`src/rtl/cal_pkg.sv`:
```
package cal_pkg;
  localparam int SEC_W  = 6;
  localparam int MIN_W  = 6;
  localparam int HOUR_W = 5;
  localparam int WDAY_W = 3;
  localparam int MDAY_W = 5;
  localparam int MON_W  = 4;
  localparam int WORD_W = 32;
  localparam int USED_W = SEC_W + MIN_W + HOUR_W + WDAY_W + MDAY_W + MON_W;
  localparam int RSVD_W = WORD_W - USED_W;
  localparam int BCD_DIGITS = 4;
  localparam int YEAR_W = 4 * BCD_DIGITS;

  localparam logic [SEC_W-1:0]  SEC_LAST  = SEC_W'(59);
  localparam logic [MIN_W-1:0]  MIN_LAST  = MIN_W'(59);
  localparam logic [HOUR_W-1:0] HOUR_LAST = HOUR_W'(23);
  localparam logic [WDAY_W-1:0] WDAY_LAST = WDAY_W'(7);
  localparam logic [MON_W-1:0]  MON_LAST  = MON_W'(12);

  localparam logic [WORD_W-1:0] TIME_MASK = {{RSVD_W{1'b0}}, {USED_W{1'b1}}};
  localparam logic [WORD_W-1:0] YEAR_MASK = {{(WORD_W-YEAR_W){1'b0}}, {YEAR_W{1'b1}}};

  typedef struct packed {
    logic [RSVD_W-1:0] rsvd;
    logic [MON_W-1:0]  mon;
    logic [MDAY_W-1:0] mday;
    logic [WDAY_W-1:0] wday;
    logic [HOUR_W-1:0] hour;
    logic [MIN_W-1:0]  min;
    logic [SEC_W-1:0]  sec;
  } cal_time_t;

  localparam cal_time_t TIME_AT_RESET = '{rsvd: '0, mon: MON_W'(1), mday: MDAY_W'(1),
                                          wday: WDAY_W'(1), hour: '0, min: '0, sec: '0};

  function automatic logic [MDAY_W-1:0] month_days(input logic [MON_W-1:0] mon, input logic leap);
    case (mon)
      MON_W'(4), MON_W'(6), MON_W'(9), MON_W'(11): month_days = MDAY_W'(30);
      MON_W'(2): month_days = leap ? MDAY_W'(29) : MDAY_W'(28);
      default:   month_days = MDAY_W'(31);
    endcase
  endfunction
endpackage

```
`src/rtl/cal_year_step.sv`:
```
module cal_year_step #(
  parameter int DIGITS = 4
) (
  input  logic [4*DIGITS-1:0] year_i,
  output logic [4*DIGITS-1:0] year_o,
  output logic                leap_o
);
  logic [DIGITS-1:0] carry;
  assign carry[0] = 1'b1;

  for (genvar d = 0; d < DIGITS; d++) begin : g_digit
    logic [3:0] dig;
    logic       top;
    assign dig = year_i[4*d +: 4];
    assign top = dig >= 4'd9;
    assign year_o[4*d +: 4] = !carry[d] ? dig : (top ? 4'd0 : dig + 4'd1);
    if (d < DIGITS - 1) begin : g_chain
      assign carry[d+1] = carry[d] && top;
    end
  end

  logic [6:0] yy_bin;
  logic [6:0] cc_bin;
  assign yy_bin = 7'(year_i[7:4]) * 7'd10 + 7'(year_i[3:0]);
  assign cc_bin = 7'(year_i[15:12]) * 7'd10 + 7'(year_i[11:8]);
  assign leap_o = (yy_bin[1:0] == 2'd0) && ((yy_bin != 7'd0) || (cc_bin[1:0] == 2'd0));
endmodule

```
`src/rtl/cal_time_step.sv`:
```
module cal_time_step
  import cal_pkg::*;
(
  input  cal_time_t cur_i,
  input  logic      leap_i,
  output cal_time_t nxt_o,
  output logic      year_carry_o
);
  logic [MDAY_W-1:0] last_day;
  logic sec_wrap, min_wrap, hour_wrap, mday_wrap, mon_wrap;

  always_comb begin
    last_day  = month_days(cur_i.mon, leap_i);
    sec_wrap  = cur_i.sec >= SEC_LAST;
    min_wrap  = sec_wrap && (cur_i.min >= MIN_LAST);
    hour_wrap = min_wrap && (cur_i.hour >= HOUR_LAST);
    mday_wrap = hour_wrap && (cur_i.mday >= last_day);
    mon_wrap  = mday_wrap && (cur_i.mon >= MON_LAST);

    nxt_o      = cur_i;
    nxt_o.rsvd = '0;
    nxt_o.sec  = sec_wrap ? '0 : cur_i.sec + SEC_W'(1);
    if (sec_wrap) nxt_o.min  = min_wrap ? '0 : cur_i.min + MIN_W'(1);
    if (min_wrap) nxt_o.hour = hour_wrap ? '0 : cur_i.hour + HOUR_W'(1);
    if (hour_wrap) begin
      nxt_o.wday = (cur_i.wday >= WDAY_LAST) ? WDAY_W'(1) : cur_i.wday + WDAY_W'(1);
      nxt_o.mday = mday_wrap ? MDAY_W'(1) : cur_i.mday + MDAY_W'(1);
    end
    if (mday_wrap) nxt_o.mon = mon_wrap ? MON_W'(1) : cur_i.mon + MON_W'(1);
    year_carry_o = mon_wrap;
  end
endmodule

```
`src/rtl/cal_alarm.sv`:
```
module cal_alarm
  import cal_pkg::*;
(
  input  logic              clk,
  input  logic              rst_n,
  input  logic              adv_i,
  input  logic [WORD_W-1:0] time_i,
  input  logic [WORD_W-1:0] year_i,
  input  logic [WORD_W-1:0] match_time_i,
  input  logic [WORD_W-1:0] match_year_i,
  input  logic              clr_i,
  output logic              flag_o
);
  logic hit;
  assign hit = adv_i
            && (((time_i ^ match_time_i) & TIME_MASK) == '0)
            && (((year_i ^ match_year_i) & YEAR_MASK) == '0);

  always_ff @(posedge clk) begin
    if (!rst_n)     flag_o <= 1'b0;
    else if (hit)   flag_o <= 1'b1;
    else if (clr_i) flag_o <= 1'b0;
  end
endmodule

```
`src/rtl/cal_clockwatch.sv`:
```
module cal_clockwatch
  import cal_pkg::*;
#(
  parameter logic [YEAR_W-1:0] RESET_YEAR = 16'h2000
) (
  input  logic              clk,
  input  logic              rst_n,
  input  logic              run_en,
  input  logic              tick,
  input  logic              time_load,
  input  logic [WORD_W-1:0] time_load_val,
  input  logic              year_load,
  input  logic [WORD_W-1:0] year_load_val,
  input  logic [WORD_W-1:0] match_time,
  input  logic [WORD_W-1:0] match_year,
  input  logic              alarm_clr,
  output logic [WORD_W-1:0] time_q,
  output logic [WORD_W-1:0] year_q,
  output logic              alarm_flag
);
  cal_time_t         time_r, time_d, time_nxt;
  logic [YEAR_W-1:0] year_r, year_d, year_nxt;
  logic              leap, year_carry, adv;

  assign adv = run_en && tick;

  cal_year_step #(.DIGITS(BCD_DIGITS)) u_year (
    .year_i (year_r),
    .year_o (year_nxt),
    .leap_o (leap)
  );

  cal_time_step u_time (
    .cur_i        (time_r),
    .leap_i       (leap),
    .nxt_o        (time_nxt),
    .year_carry_o (year_carry)
  );

  always_comb begin
    time_d = time_r;
    year_d = year_r;
    if (adv) begin
      time_d = time_nxt;
      if (year_carry) year_d = year_nxt;
    end
    if (time_load) time_d = cal_time_t'(time_load_val & TIME_MASK);
    if (year_load) year_d = YEAR_W'(year_load_val & YEAR_MASK);
  end

  always_ff @(posedge clk) begin
    if (!rst_n) begin
      time_r <= TIME_AT_RESET;
      year_r <= RESET_YEAR;
    end else begin
      time_r <= time_d;
      year_r <= year_d;
    end
  end

  cal_alarm u_alarm (
    .clk          (clk),
    .rst_n        (rst_n),
    .adv_i        (adv && !time_load),
    .time_i       (time_d),
    .year_i       ({{(WORD_W-YEAR_W){1'b0}}, year_d}),
    .match_time_i (match_time),
    .match_year_i (match_year),
    .clr_i        (alarm_clr),
    .flag_o       (alarm_flag)
  );

  assign time_q = time_r;
  assign year_q = {{(WORD_W-YEAR_W){1'b0}}, year_r};
endmodule

```
`config.mk`:
```
export PLATFORM = sky130hd
export DESIGN_NAME = cal_clockwatch
export DESIGN_NICKNAME = d
export VERILOG_FILES = /design/src/rtl/cal_pkg.sv /design/src/rtl/cal_year_step.sv /design/src/rtl/cal_time_step.sv /design/src/rtl/cal_alarm.sv /design/src/rtl/cal_clockwatch.sv
export SDC_FILE = /design/constraint.sdc
export NUM_CORES = 1
export LEC_CHECK = 0
export BUFFER_PORTS_ARGS = -buffer_cell sky130_fd_sc_hd__buf_2
export CORE_ASPECT_RATIO = 1.1
export CORE_MARGIN = 1.5
export CORE_UTILIZATION = 43
export CTS_CLUSTER_SIZE = 28
export DETAILED_ROUTE_END_ITERATION = 6
export PLACE_DENSITY = 0.82
export SLEW_MARGIN = 20
export SYNTH_ARGS = -nofsm -noshare
export SYNTH_HDL_FRONTEND = slang
export SYNTH_HIERARCHICAL = 1
export SYNTH_SLANG_ARGS = --single-unit
export TNS_END_PERCENT = 1
```
`constraint.sdc`:
```
create_clock -name clk -period 7.3 [get_ports clk]
set_input_delay 1.095 -clock clk [delete_from_list [all_inputs] [get_ports clk]]
set_output_delay 1.095 -clock clk [all_outputs]
set_load 0.01 [all_outputs]
```
==> results.yml, run 1 <==
drt:
  ant_nets: 0
  vias: 4846
  drtIter0Drc: 260
  detailedRoute.firstPassIterationCount: 5
  average_via_count_per_standard_cell: 5.46
  drcViolationCount: 0
  detail_route.wirelength_um: 14000
  detail_route.wl_per_cell_um: 15.8
floorplan:
  ios: 200
  initial_utilization_pct: 44.8
  chipWidth_um: 105
  fp.coreArea_um2: 11100
  row_count: 40
  design.die.area_um2: 12200
  dieHeight_um: 116
global_route:
  gr-total-overflow: 0
  maximum_number_of_pins_on_one_net_before_global_route_repair: 64
  grt_pass1_vias: 4493
  global_route.usage.total_pct: 22.8
  grt_pass1_wl_um: 22000
  number_of_antenna_violations_at_the_first_check_in_global_routing: 1
power_and_ir_drop:
  power_per_cell_area_nw_per_um2: 146
  power.ir.vdd_worst_mv: 0.112
  totalPowerFinal_w: 0.000833
  leakage_nw: 2.65
sta:
  tns_ns: 0
  clock_skew_ns: 0.00704
  maxClockFrequency_mhz: 167
  setup_repair_after_global_routing_missed_its_margin: "no"
  max_slew.worst_pin.slew_ns: 1.11
  post-route-min-period_ns: 6.00
  report.final.slew_viol_count: 0
  max_slew_margin_pct: 25.7
  finalCritPeriodShare_pct: 82.2
  finalSetupViolations: 0
  finalHoldViolCount: 0
worst_setup_path:
  worstSetupEndpointType: "register"
  timing.critical_path.slowest_stage_cell: "sky130_fd_sc_hd__nor4_4"
  cp_max_fo: 15
  crit_path_frequent_cell: "sky130_fd_sc_hd__ha_1"
  worstPathArrival_ns: 6.24
  critical_path.max_stage_delay_ns: 0.56
  timing.critical_path.from_type: "register"
  critPathKind: "register to register"
  worst_path_dominant_cell_family: "simple AND/OR/NAND/NOR gates"
  critPathBufInv: 2
  data_required_time_of_the_critical_path_ns: 7.54
  cp_cell_sequence: "ha_1 -> ha_1 -> inv_1 -> fa_1 -> xor2_1 -> a2111oi_0 -> a41o_1 -> a211oi_2 -> nand2b_1 -> a221o_1 -> nand2_1 -> ha_1 -> nand2b_1 -> a21oi_1 -> nor4_4 -> and3_1 -> buf_4 -> and3_4 -> a221oi_2 -> xnor2_1 -> nand4_1 -> nor4_1 -> nand3_1 -> nand2_1"
yosys:
  mappedNetlistArea_um2: 4960
  syn_inst: 625
  yosys_warnings: 6
  syn_avg_cell_area_um2: 7.93
placement:
  dp_hpwl_um: 10500
  routabilityCongestion: 0.817
  io_buffer_count: 145
  numPlacedInstances: 879
  place_area_um2: 5570
clocking:
  cts_tree: "yes"
  cts_buffers: 5
  cts.hold.buffers_added: 0
  clk_pin_slew_worst_paths_ns: 0.07
  max-clock-path-buffers: 2
  ctsRootBufferMaster: "sky130_fd_sc_hd__clkbuf_16"
  h-tree-depth: 2
  clk_latency_ns: 0.29
  number_of_clock_sinks_seen_by_cts: 49
  cts_setup_buffers: 0
  cts_resized: 0
layout:
  syn2layout_area_growth_pct: 15.4
  layoutNonFillerInstCount: 887
  finalInstanceArea_um2: 5720
  drive_above_1_share_pct: 25.7
  multi_input_comb_area_um2: 3520
  register_area_um2: 981
  n_fill_cell: 1100
  nNetsFinal: 906
outcome:
  outcome: "completed"
flow_run:
  max_cap_viol_count: 0
min_path:
  hold_class: "register to register"
==> where the power goes <==
group / internal [W] / switching, W
clock network: 0.000135 / 0.000110
logic: 0.000121 / 0.000147
registers: 0.000286 / 0.0000349
total: 0.000541 / 0.000292
==> registers in the layout, indices dropped and copies added, names as in the netlist <==
signal          flops
time_q             32
u_alarm/flag_o      1
year_r             16
==> path summary, 6_finish.rpt <==
kind / slack (ns) / depth (start not counted) / startpoint / end
worst max-delay path: 1.30 / 24 / year_r[4] / u_alarm/flag_o
worst min-delay path: 0.48 / 2 / u_alarm/flag_o / u_alarm/flag_o
worst max register to register: 1.30 / 24 / year_r[4] / u_alarm/flag_o
worst min register to register: 0.48 / 2 / u_alarm/flag_o / u_alarm/flag_o
==> worst register-to-register path, delay by kind of cell, from the launching register on <==
family	cells	cell delay, ns
adders and majority gates	4	1.01
DFF	1	0.55
xor gates and xnor gates	2	0.58
and+or+nand+nor	10	2.52
AOI/OAI and AO/OA	6	1.01
buffers and inverters	2	0.30
==> placed cells by master (no fill, tap or decap), types with 7 or more instances in the layout <==
master,count
sky130_fd_sc_hd__nand3_1,17
sky130_fd_sc_hd__mux2i_1,34
sky130_fd_sc_hd__xnor2_1,49
sky130_fd_sc_hd__buf_2,145
sky130_fd_sc_hd__ha_1,30
sky130_fd_sc_hd__a221oi_2,7
sky130_fd_sc_hd__nand2_1,54
sky130_fd_sc_hd__nand4_1,16
sky130_fd_sc_hd__and2_1,17
sky130_fd_sc_hd__inv_1,35
sky130_fd_sc_hd__a21oi_1,37
sky130_fd_sc_hd__a311oi_1,15
sky130_fd_sc_hd__conb_1,19
sky130_fd_sc_hd__o21ai_0,73
sky130_fd_sc_hd__dfxtp_1,49
sky130_fd_sc_hd__nor2_1,38
==> area by class of cell <==
type | count | area share, %
diodes | 1 | 0.0438
clock buffers | 6 | 2.43
clock inverters | 1 | 0.131
inverters | 36 | 2.36
multi-input cells | 499 | 61.6
flip-flops and latches | 49 | 17.2
well taps | 147 | 3.22
repair buffers | 148 | 13.1
==> stage by stage <==
step | utilization, % | hold slack (ns) | worst slack, ns
2_1_floorplan | - | 0.489 | 2.43
3_3_place_gp | 50.4 | 0.456 | 1.49
3_5_place_dp | 50.4 | 0.463 | 1.38
4_1_cts | 51.7 | 0.474 | 1.36
5_1_grt | 51.7 | 0.527 | 0.758
6_report | 51.7 | 0.484 | 1.30
==> per-layer routing <==
metal  vias to the layer above  track usage [%]  share of wire [%]
li1                       2416                -                  -
met1                      2225             27.8                 42
met2                       188             39.8                 48
met3                        17             5.06                7.8
met4                         0             8.13                2.2
met5                         -                0                  0
No activity file was read; power rests on OpenSTA's default activity.
==> run 2, diff against run 1 <==
--- a/config.mk
+++ b/config.mk
@@ -5,13 +5,14 @@
 export SDC_FILE = /design/constraint.sdc
 export NUM_CORES = 1
 export LEC_CHECK = 0
+export ABC_AREA = 1
 export BUFFER_PORTS_ARGS = -buffer_cell sky130_fd_sc_hd__buf_2
 export CORE_ASPECT_RATIO = 1.1
 export CORE_MARGIN = 1.5
 export CORE_UTILIZATION = 43
 export CTS_CLUSTER_SIZE = 28
 export DETAILED_ROUTE_END_ITERATION = 6
-export PLACE_DENSITY = 0.82
+export PLACE_DENSITY = 0.83
 export SLEW_MARGIN = 20
 export SYNTH_ARGS = -nofsm -noshare
 export SYNTH_HDL_FRONTEND = slang
==> constraint.sdc (replaced) <==
create_clock -name clk -period 5.11 [get_ports clk]
set_input_delay 0.7665 -clock clk [delete_from_list [all_inputs] [get_ports clk]]
set_output_delay 0.7665 -clock clk [all_outputs]
set_load 0.01 [all_outputs]
==> run 2 against run 1 <==
Effect of this change:
- global-route usage down 2.4 points
- critical endpoint unchanged
- register-to-register slack worse by 0.82 ns
- clock power up 43%
- cell area up 15%
- critical path type unchanged
- clock skew about the same
- core utilization down 1.7 points
- flip-flop and latch count unchanged
- area after synthesis up 16%
- sequential power up 39%
- die area up 16%
==> results.yml, run 2 <==
outcome:
  outcome: "completed"
sta:
  tns_ns: 0
  finalHoldViolCount: 0
  finalHoldWorstSlack_ns: 0.478
  finalSetupViolations: 0
  setup_repair_after_global_routing_missed_its_margin: "no"
  max_slew.worst_pin.slew_ns: 0.920
  finalWorstSetupSlack_ns: 0.480
  finalCritPeriodShare_pct: 90.6
  report.final.slew_viol_count: 0
  max_slew_margin_pct: 38.6
  post-route-min-period_ns: 4.63
  maxClockFrequency_mhz: 216
  clock_skew_ns: 0.00752
worst_setup_path:
  reg2reg_capture_point: "u_alarm/flag_o"
  worstPathArrival_ns: 4.86
  rrSetupSlack_ns: 0.48
  timing.critical_path.from_type: "register"
  crit_path_frequent_cell: "sky130_fd_sc_hd__nand2_1"
  worstSetupEndpointType: "register"
  data_required_time_of_the_critical_path_ns: 5.34
  cp_max_fo: 17
  reg2reg_from: "year_r[7]"
  critical_path.max_stage_delay_ns: 0.37
  timing.critical_path.slowest_stage_cell: "sky130_fd_sc_hd__fa_1"
  r2r.worst_path.cells: 37
  critPathKind: "register to register"
layout:
  nNetsFinal: 1257
  drive_above_1_share_pct: 23.4
  largest_register_ffs: 32
  syn2layout_area_growth_pct: 14.0
  layoutNonFillerInstCount: 1254
  mostFrequentLayoutCell: "sky130_fd_sc_hd__nand2_1"
  n_fill_cell: 1355
  mostFrequentLayoutCells: "sky130_fd_sc_hd__nand2_1, sky130_fd_sc_hd__inv_1, sky130_fd_sc_hd__buf_2, sky130_fd_sc_hd__nor2_1, sky130_fd_sc_hd__nand3_1"
drt:
  detail_route.wirelength_um: 14400
  average_via_count_per_standard_cell: 4.75
  drcViolationCount: 0
  detail_route.wl_per_cell_um: 11.5
  vias: 5962
  detailedRoute.firstPassIterationCount: 5
  drtIter0Drc: 296
  ant_nets: 0
clocking:
  max-clock-path-buffers: 2
  cts_buffers: 5
  number_of_clock_sinks_seen_by_cts: 49
  cts_tree: "yes"
  h-tree-depth: 2
  ctsRootBufferMaster: "sky130_fd_sc_hd__clkbuf_16"
  clk_pin_slew_worst_paths_ns: 0.07
  clk_latency_ns: 0.29
global_route:
  global_route.usage.total_pct: 20.4
  grt_pass1_wl_um: 24000
  gr-total-overflow: 0
  maximum_number_of_pins_on_one_net_before_global_route_repair: 45
  grt_pass1_vias: 5363
  number_of_antenna_violations_at_the_first_check_in_global_routing: 2
placement:
  dp_hpwl_um: 11200
  place_ws_ns: 0.311
  numPlacedInstances: 1243
  io_buffer_count: 145
  routabilityCongestion: 0.859
yosys:
  syn_inst: 966
  syn_avg_cell_area_um2: 5.98
  mappedNetlistArea_um2: 5770
  yosys_warnings: 6
flow_run:
  max_cap_viol_count: 0
power_and_ir_drop:
  totalPowerFinal_w: 0.00121
  power_per_cell_area_nw_per_um2: 184
  power.ir.vdd_worst_mv: 0.181
  leakage_nw: 3.83
floorplan:
  row_count: 44
  design.die.area_um2: 14100
  dieHeight_um: 125
  fp.coreArea_um2: 13200
  initial_utilization_pct: 43.9
  chipWidth_um: 113
  ios: 200
min_path:
  hp-start: "u_alarm/flag_o"
  hold-path-endpoint: "u_alarm/flag_o"
  worstHoldPathCells: 2
  hold_class: "register to register"
[run 2: area by class of cell]
| type | instances | area (um^2) | area share [%] |
|---|---|---|---|
| Inverter | 210 | 795 | 12.1 |
| Antenna cell | 2 | 5.00 | 0.0761 |
| Clock inverter | 2 | 13.8 | 0.209 |
| Timing Repair Buffer | 149 | 768 | 11.7 |
| Sequential cell | 49 | 983 | 14.9 |
| Clock buffer | 6 | 139 | 2.11 |
| Multi-Input combinational cell | 675 | 3670 | 55.8 |
| Tap cell | 161 | 201 | 3.06 |
[run 2: how the worst max path moves through the flow]
stage	slack [ns]	from	depth (start not counted)	to
after global routing	0.05	year_r[7]	37	u_alarm/flag_o
final	0.48	year_r[7]	37	u_alarm/flag_o
after CTS	0.29	year_r[7]	30	u_alarm/flag_o
after detailed placement	0.31	year_r[7]	32	u_alarm/flag_o
after floorplan	1.03	year_r[7]	33	u_alarm/flag_o
after global placement	0.39	year_r[7]	32	u_alarm/flag_o
[run 2: power breakdown]
part,internal (W),switching (W),total (W),leakage [nW]
Clock,0.000195,0.000156,0.000351,0.0768
Combinational,0.000166,0.000250,0.000416,3.35
Sequential,0.000407,0.0000392,0.000447,0.406
Total,0.000769,0.000445,0.00121,3.83
[run 2: layer usage]
metal | vias up | wire length (um) | track usage, %
met3 | 12 | 668 | 2.00
li1 | 3139 | - | -
met4 | 0 | 194 | 4.93
met1 | 2647 | 6350 | 25.3
met2 | 164 | 7200 | 37.4
met5 | - | 0 | 0
[run 2: metrics by stage]
stage / cell area, um^2 / util (%)
floorplan: 5840 / -
global placement: 6390 / 48.6
detailed placement: 6390 / 48.6
CTS: 6540 / 49.7
global route: 6580 / 50.0
finish: 6580 / 50.0
[run 2: timing repair]
item / CTS / global route
setup endpoints to repair: 0 / 1
hold buffers: 0 / 0
gates resized for setup: 0 / 3
setup buffers: 0 / 1
[run 2: worst max-delay path, delay by kind of cell (launching register included)]
| family | cells | cell delay (ns) |
|---|---|---|
| AND/OR/NAND/NOR | 23 | 1.98 |
| adder cells (fa/ha/maj) | 4 | 1.08 |
| buffers and inverters | 7 | 0.69 |
| AO/OA/AOI/OAI | 3 | 0.43 |
| flip-flops | 1 | 0.36 |
